## src/rtl/pfx_pkg.sv

```systemverilog
package pfx_pkg;

  typedef enum logic [1:0] {
    FK_ILLEGAL = 2'd0,
    FK_UNIMPL  = 2'd1,
    FK_XLAT    = 2'd2
  } flt_kind_e;

  localparam logic [3:0] PF_CAUSE_CODE = 4'd4;
  localparam logic [3:0] ILL_CAUSE_CODE = 4'd0;

  typedef struct packed {
    logic      pf;
    logic      wb;
    logic      flt;
    flt_kind_e kind;
  } outcome_t;

endpackage

```

## src/rtl/pfx_base_check.sv

```systemverilog
module pfx_base_check #(
  parameter int ADDR_W      = 64,
  parameter int REG_W       = 7,
  parameter int INC_W       = 9,
  parameter int STATIC_REGS = 32
) (
  input  logic [REG_W-1:0]  base,
  input  logic [REG_W-1:0]  frame_size,
  input  logic [ADDR_W-1:0] addr,
  input  logic [INC_W-1:0]  inc,
  output logic              base_ok,
  output logic [ADDR_W-1:0] next_addr
);
  localparam int          CMP_W    = REG_W + 1;
  localparam logic [CMP_W-1:0] STATIC_L = CMP_W'(STATIC_REGS);

  logic [CMP_W-1:0]  base_x;
  logic [CMP_W-1:0]  frame_end;
  logic [ADDR_W-1:0] inc_x;
  logic              in_static;
  logic              in_frame;

  always_comb begin
    base_x    = {1'b0, base};
    frame_end = STATIC_L + {1'b0, frame_size};
    in_static = (base_x < STATIC_L);
    in_frame  = (base_x >= STATIC_L) && (base_x < frame_end);
    base_ok   = (base != '0) && (in_static || in_frame);
    inc_x     = {{(ADDR_W-INC_W){inc[INC_W-1]}}, inc};
    next_addr = addr + inc_x;
  end

endmodule

```

## src/rtl/pfx_outcome.sv

```systemverilog
module pfx_outcome
  import pfx_pkg::*;
(
  input  logic     faulting,
  input  logic     defer,
  input  logic     postinc,
  input  logic     base_ok,
  input  logic     addr_impl,
  input  logic     xlat_fault,
  output outcome_t res
);
  logic addr_bad;

  always_comb begin
    addr_bad = !addr_impl || xlat_fault;
    res      = '{pf: 1'b0, wb: 1'b0, flt: 1'b0, kind: FK_ILLEGAL};
    if (postinc && !base_ok) begin
      res.flt  = 1'b1;
      res.kind = FK_ILLEGAL;
    end else if (defer) begin
      res.wb = postinc;
    end else if (addr_bad) begin
      if (faulting) begin
        res.flt  = 1'b1;
        res.kind = !addr_impl ? FK_UNIMPL : FK_XLAT;
      end else begin
        res.wb = postinc;
      end
    end else begin
      res.pf = 1'b1;
      res.wb = postinc;
    end
  end

endmodule

```

## src/rtl/pfx_out_reg.sv

```systemverilog
module pfx_out_reg
  import pfx_pkg::*;
#(
  parameter int ADDR_W = 64,
  parameter int REG_W  = 7
) (
  input  logic              clk,
  input  logic              rst,
  input  logic              valid,
  input  outcome_t          res,
  input  logic [ADDR_W-1:0] addr,
  input  logic [ADDR_W-1:0] next_addr,
  input  logic [REG_W-1:0]  base,
  input  logic [1:0]        hint,
  output logic              pf_valid,
  output logic [ADDR_W-1:0] pf_addr,
  output logic [1:0]        pf_hint,
  output logic              wb_valid,
  output logic [REG_W-1:0]  wb_reg,
  output logic [ADDR_W-1:0] wb_data,
  output logic              flt_valid,
  output logic [1:0]        flt_kind,
  output logic [3:0]        flt_cause,
  output logic              flt_nonaccess
);
  always_ff @(posedge clk) begin
    if (rst) begin
      pf_valid  <= 1'b0;
      wb_valid  <= 1'b0;
      flt_valid <= 1'b0;
    end else begin
      pf_valid  <= valid && res.pf;
      wb_valid  <= valid && res.wb;
      flt_valid <= valid && res.flt;
    end
  end

  always_ff @(posedge clk) begin
    if (rst) begin
      pf_addr       <= '0;
      pf_hint       <= '0;
      wb_reg        <= '0;
      wb_data       <= '0;
      flt_kind      <= '0;
      flt_cause     <= '0;
      flt_nonaccess <= 1'b0;
    end else if (valid) begin
      pf_addr       <= addr;
      pf_hint       <= hint;
      wb_reg        <= base;
      wb_data       <= next_addr;
      flt_kind      <= res.kind;
      flt_cause     <= (res.kind == FK_ILLEGAL) ? ILL_CAUSE_CODE : PF_CAUSE_CODE;
      flt_nonaccess <= (res.kind != FK_ILLEGAL);
    end
  end

endmodule

```

## src/rtl/prefetch_ctl.sv

```systemverilog
module prefetch_ctl
  import pfx_pkg::*;
#(
  parameter int ADDR_W      = 64,
  parameter int REG_W       = 7,
  parameter int INC_W       = 9,
  parameter int STATIC_REGS = 32
) (
  input  logic              clk,
  input  logic              rst,
  input  logic              op_valid,
  input  logic [ADDR_W-1:0] op_addr,
  input  logic              op_faulting,
  input  logic              op_defer,
  input  logic              op_postinc,
  input  logic [REG_W-1:0]  op_base,
  input  logic [INC_W-1:0]  op_inc,
  input  logic [1:0]        op_hint,
  input  logic [REG_W-1:0]  frame_size,
  input  logic              addr_impl,
  input  logic              xlat_fault,
  output logic              pf_valid,
  output logic [ADDR_W-1:0] pf_addr,
  output logic [1:0]        pf_hint,
  output logic              wb_valid,
  output logic [REG_W-1:0]  wb_reg,
  output logic [ADDR_W-1:0] wb_data,
  output logic              flt_valid,
  output logic [1:0]        flt_kind,
  output logic [3:0]        flt_cause,
  output logic              flt_nonaccess
);
  logic              base_ok;
  logic [ADDR_W-1:0] next_addr;
  outcome_t          res;

  pfx_base_check #(
    .ADDR_W(ADDR_W), .REG_W(REG_W), .INC_W(INC_W), .STATIC_REGS(STATIC_REGS)
  ) base_chk_i (
    .base(op_base), .frame_size(frame_size), .addr(op_addr), .inc(op_inc),
    .base_ok(base_ok), .next_addr(next_addr)
  );

  pfx_outcome outcome_i (
    .faulting(op_faulting), .defer(op_defer), .postinc(op_postinc),
    .base_ok(base_ok), .addr_impl(addr_impl), .xlat_fault(xlat_fault),
    .res(res)
  );

  pfx_out_reg #(.ADDR_W(ADDR_W), .REG_W(REG_W)) out_reg_i (
    .clk(clk), .rst(rst), .valid(op_valid), .res(res),
    .addr(op_addr), .next_addr(next_addr), .base(op_base), .hint(op_hint),
    .pf_valid(pf_valid), .pf_addr(pf_addr), .pf_hint(pf_hint),
    .wb_valid(wb_valid), .wb_reg(wb_reg), .wb_data(wb_data),
    .flt_valid(flt_valid), .flt_kind(flt_kind), .flt_cause(flt_cause),
    .flt_nonaccess(flt_nonaccess)
  );

endmodule

```

## config.mk

```make
export PLATFORM = sky130hd
export DESIGN_NAME = prefetch_ctl
export DESIGN_NICKNAME = d
export VERILOG_FILES = /design/src/rtl/pfx_pkg.sv /design/src/rtl/pfx_base_check.sv /design/src/rtl/pfx_outcome.sv /design/src/rtl/pfx_out_reg.sv /design/src/rtl/prefetch_ctl.sv
export SDC_FILE = /design/constraint.sdc
export NUM_CORES = 1
export LEC_CHECK = 0
export BUFFER_PORTS_ARGS = -buffer_cell sky130_fd_sc_hd__buf_2
export CAP_MARGIN = 20
export CORE_MARGIN = 2
export CORE_UTILIZATION = 54
export DETAILED_ROUTE_END_ITERATION = 16
export PLACE_DENSITY = 0.9
export SYNTH_ARGS = -nofsm -noshare
export SYNTH_HDL_FRONTEND = slang
export SYNTH_SLANG_ARGS = --single-unit
```

## constraint.sdc

```tcl
create_clock -name clk -period 4.5 [get_ports clk]
set_clock_uncertainty 0.1 [all_clocks]
set_input_delay 0.675 -clock clk [delete_from_list [all_inputs] [get_ports clk]]
set_output_delay 0.675 -clock clk [all_outputs]
set_load 0.005 [all_outputs]
```

== Word level (Yosys, flattened, before mapping) ==
Cells that the tools add are included.

* Logic and storage cells: 40
* Register bits: 147
* Input port bits: 97
* Output and inout bits: 147

* Add/subtract/negate cells: 2
* Magnitude comparators: 3
* Reduce and logical (&&, ||, !) cells: 13
* Multiplexer cells: 12

{| class="wikitable"
|+ Operator list
! cell !! number
|-
| $add 64x64->64 || 1
|-
| $mux 3 || 5
|-
| $add 6x7->8 const A || 1
|-
| $lt 7x8->1 || 1
|-
| $ge 7x6->1 const B || 1
|-
| $lt 7x6->1 const B || 1
|-
| $reduce_bool 7->1 || 1
|-
| $logic_and 1x1->1 || 6
|-
| $mux 1 || 5
|-
| $mux 2 || 2
|-
| $logic_not 1->1 || 2
|-
| $logic_not 2->1 || 1
|-
| $logic_or 1x1->1 || 2
|-
| $reduce_bool 2->1 || 1
|}

== Depth between registers and ports, before layout ==
* Word-level depth: 10
* Gate-level depth with buffers: 11
* Mapped depth without buffers: 11

== By module ==
Synthesis repeated with hierarchy kept, for this count alone.

* Cells, all modules: 1061
* Area total of the unflattened synthesis: 9200.1 µm²

{| class="wikitable"
|+ Modules (own cells, without submodules)
! module !! area an instance (µm²) !! sequential area each (µm²) !! instances !! cells each
|-
| pfx_out_reg || 5099.9 || 2862.7 || 1 || 465
|-
| pfx_base_check || 4022.6 || 0.0 || 1 || 587
|-
| pfx_outcome || 77.6 || 0.0 || 1 || 9
|}

== Least setup slack after synthesis ==
OpenSTA, ideal clock, no wires.

* Kind: input -> register
* Start point: in op_addr[0]
* End point: reg out_reg_i.wb_data[56]
* Slack: 1.173 ns
* Data required time: 4.278 ns
* Arrival time: 3.105 ns
* Buffers on the path: 0
* Setup time: 0.122 ns
* Stages: 11
* Cell sequence: ha_1 > fa_1 > a21o_1 > a221oi_4 > o211ai_4 > a32oi_2 > o211ai_2 > a21oi_2 > o21ai_2 > a31o_1 > a221o_1

* Word-level cells in the longest chain between the ends: 1

{| class="wikitable"
|+ Ends and longest elaborated chain
! item !! line !! source
|-
| from (decl) || prefetch_ctl.sv:12 || <nowiki>input logic [ADDR_W-1:0] op_addr,</nowiki>
|-
| $add 64x64->64 || pfx_base_check.sv:30 || <nowiki>next_addr = addr + inc_x;</nowiki>
|-
| to (signal assigned) || pfx_out_reg.sv:51 || <nowiki>wb_data <= next_addr;</nowiki>
|-
| to (decl) || pfx_out_reg.sv:20 || <nowiki>output logic [ADDR_W-1:0] wb_data,</nowiki>
|}

Every way passes these cells.
A chain may end at the register's enable or synchronous reset.

== Worst setup path after layout ==
* Start point: in op_inc[8]
* End point: reg out_reg_i.wb_data[49]

* Word-level cells in the longest chain between the ends: 1

{| class="wikitable"
|+ Ends and longest elaborated chain
! item !! line !! source
|-
| from (decl) || prefetch_ctl.sv:17 || <nowiki>input logic [INC_W-1:0] op_inc,</nowiki>
|-
| $add 64x64->64 || pfx_base_check.sv:30 ||
|}

Every way passes these cells.

==> results by group <==
Power and ir drop
  • Final Power: 3.86 mW
  • Leak: 5.25 nW
  • Clock share of power: 0.368
  • Worst ir drop on vdd: 261 uV
  • Comb pwr share: 0.262
  • Switching pwr: 1.23 mW
  • Switching Fraction: 0.318
  • PD cells: 357 nW/um2
  • Flop pwr share: 0.370
  • P_int: 2.63 mW

Clock network
  • Hold Buf Count CTS: 0
  • CTS tree: built
  • Gates resized, CTS repair: 0
  • Root buf cell: clkbuf_16
  • CTS sink count: 143
  • Clk_lat worst skew: 0.43 ns
  • CTS clk-pin slew, worst paths: 0.06 ns
  • Clk buf depth: 2
  • Post-CTS Setup Inserts: 0
  • Htree depth: 4
  • CTS Buf Count: 17

Synth
  • Post-synth ARST share: 0
  • Cell taking the most area after synthesis: dfxtp_1
  • Synth Warn #: 0
  • Cell with the most instances after synthesis: nor2_1
  • Synth cell count leaders: nor2_1 (148), dfxtp_1 (143), mux2i_1 (96), nand2_1 (93), a21oi_1 (89)
  • XOR/XNOR Fraction of Synth Area: 0.0525
  • Multiplexer share of the synthesized area: 0.107
  • Mapped Area: 9000 um2
  • Seq cells post-synth: 143
  • Mapped Avg Cell Area: 8.33 um2
  • Yosys cell types: 78
  • Post-synthesis compound-gate area fraction: 0.204
  • Top-area cell type share of the netlist area: 0.318
  • Synth Area in Simple Gates: 0.174
  • Largest family of logic cells by synthesized area: compound AO/OA/AOI/OAI gates
  • Sequential share of the synthesized area: 0.318
  • Post-Syn Instances: 1,081
  • Largest cells by area after synthesis: dfxtp_1 (32%), mux2i_1 (11%), ha_1 (9.7%), nor2_1 (6.2%), a21oi_1 (4.9%)
  • Synth Area in Adders: 0.0995
  • Primary FF master, synth: dfxtp_1
  • Number of synthesized flops with an enable pin: 0

Setup path
  • Worst setup SP type: primary input
  • Worst path top cell family by delay: compound AO/OA/AOI/OAI gates
  • Worst-path cell with the longest stage delay: buf_2
  • Arrival time worst endpoint: 3.82 ns
  • Crit path depth: 11
  • Crit path buf inv count: 1
  • Max incr delay on CP: 0.45 ns
  • Critical Path RT: 4.69 ns
  • Type of the worst setup path: in2reg
  • CP Max Fanout: 25
  • Critical-path cell list: buf_2 -> ha_1 -> and4_2 -> a221o_1 -> a31oi_1 -> a21oi_1 -> o211ai_1 -> nand3_1 -> a221oi_1 -> xor2_1 -> o21ai_1
  • Worst Reg-to-Reg Cells: 2
  • Crit end category: register

Min path
  • HP Class: reg2reg
  • WHS Path Cells: 2

Global route
  • First-pass GRT wire length: 41,700 um
  • GRT Util Overall: 0.286
  • Largest net degree at the start of global routing: 82
  • Gr ovfl total: 0
  • Initial antenna violation count: 0
  • Vias in the first global route: 8,446

Cells and area
  • Final net count: 1,453
  • Diode count: 0
  • P&R area growth vs syn: 20.2%
  • Finished Cell Area: 10,800 um2
  • Utilization after layout: 0.657
  • Ratio of cells with drive above 1 in the final layout: 0.232
  • Layout Cells excl Fill: 1,518

Floorplanning
  • Core area: 16,500 um2
  • Die Y: 133 um
  • Initial Util: 0.547
  • I/O pins: 244
  • Die X: 133 um
  • Die area: 17,700 um2
  • Rows: 47

Detailed routing
  • Routed Antenna Nets: 0
  • DRC: 0
  • DRT Pass-1 Iters: 5
  • Routed WL: 25,900 um
  • DR iter-0 viols: 593
  • Drt via density: 5.83
  • DR vias: 8,847
  • WL per Instance: 17.1 um

Outcome
  • Status: finished clean

Timing
  • Final setup violation count: 0
  • Post-layout min period: 3.63 ns
  • Setup TNS: 0 ns
  • Max transition margin: 0.360
  • Least-Margin Pin Slew: 0.956 ns
  • RSZ-0062 raised after global routing: no
  • Period Utilization, post-route: 0.807
  • Fin. max-slew vios: 0
  • Hold Vio Cnt, Final: 0
  • Fmax: 0.275 GHz

Run
  • Maxcap violations: 0

Placed design
  • Port Buffers: 240
  • Placed Cells: 1,486
  • GPL Wtd Cong: 0.953
  • DP HPWL: 19,600 um
  • Placement Cell Area: 10,200 um2
## metrics by stage
stage | hold WS, ns | setup WS (ns)
after global placement | 0.334 | 0.571
after floorplan | 0.342 | 1.17
after detailed placement | 0.338 | 0.522
after global routing | 0.367 | 0.732
final | 0.351 | 0.868
after CTS | 0.347 | 0.901
## area by class of cell
class	count	area, um2
Clock buffer	20	447
Timing Repair Buffer	247	1260
Tap cell	220	275
Fill cell	1373	5650
Clock inverter	12	135
Inverter	25	93.8
Multi-Input combinational cell	851	5740
Sequential cell	143	2860
## cell families (layout without fill, tap and decap cells)
| group | count (synthesis) | after routing |
|---|---|---|
| muxes | 96 | 96 |
| DFF | 143 | 143 |
| other | 1 | 3 |
| adders and majority gates | 71 | 71 |
| xor gates and xnor gates | 54 | 54 |
| AOI/OAI and AO/OA | 281 | 281 |
| buffers and inverters | 89 | 304 |
| and+or+nand+nor | 346 | 346 |
## power by group through the flow
stage	logic (mW)	clock network, mW	registers [mW]
detailed placement	0.995	0	1.45
global placement	0.978	0	1.45
finish	1.01	1.42	1.43
CTS	1.00	1.43	1.43
floorplan	0.656	0	1.46
global route	1.11	1.48	1.44
## final timing paths
kind / startpoint / end / slack, ns
max: op_inc[8] / out_reg_i.wb_data[49] / 0.87
max reg2reg: out_reg_i.wb_data[51] / out_reg_i.wb_data[51] / 3.56
min: out_reg_i.wb_data[33] / out_reg_i.wb_data[33] / 0.35
min reg2reg: out_reg_i.wb_data[33] / out_reg_i.wb_data[33] / 0.35
## per-layer routing
layer | wire [um] | track usage | share of wire
met1 | 11200 | 0.361 | 0.43
met2 | 12500 | 0.504 | 0.48
met3 | 1600 | 0.0403 | 0.062
met4 | 625 | 0.0969 | 0.024
met5 | 0 | 0 | 0
## placed cells by master, fill, tap and decap left out, types with 8 or more instances in the layout
cell	n
buf_4	8
nand4_1	22
xnor2_1	35
mux2i_1	96
a21o_1	26
o21bai_1	13
nand3_1	20
inv_1	25
nor2_1	147
xor2_1	19
nand2_1	93
ha_1	70
a21oi_1	89
o21ai_0	41
dfxtp_1	143
o21ai_1	24
clkbuf_16	17
o21a_1	11
nor3_1	13
buf_2	238
## worst reg2reg max path: stages (launching register included)
cell      delay, ns
dfxtp_1        0.32
a221oi_1       0.28
nand3_1        0.12
(Power assumes the default switching activity.)
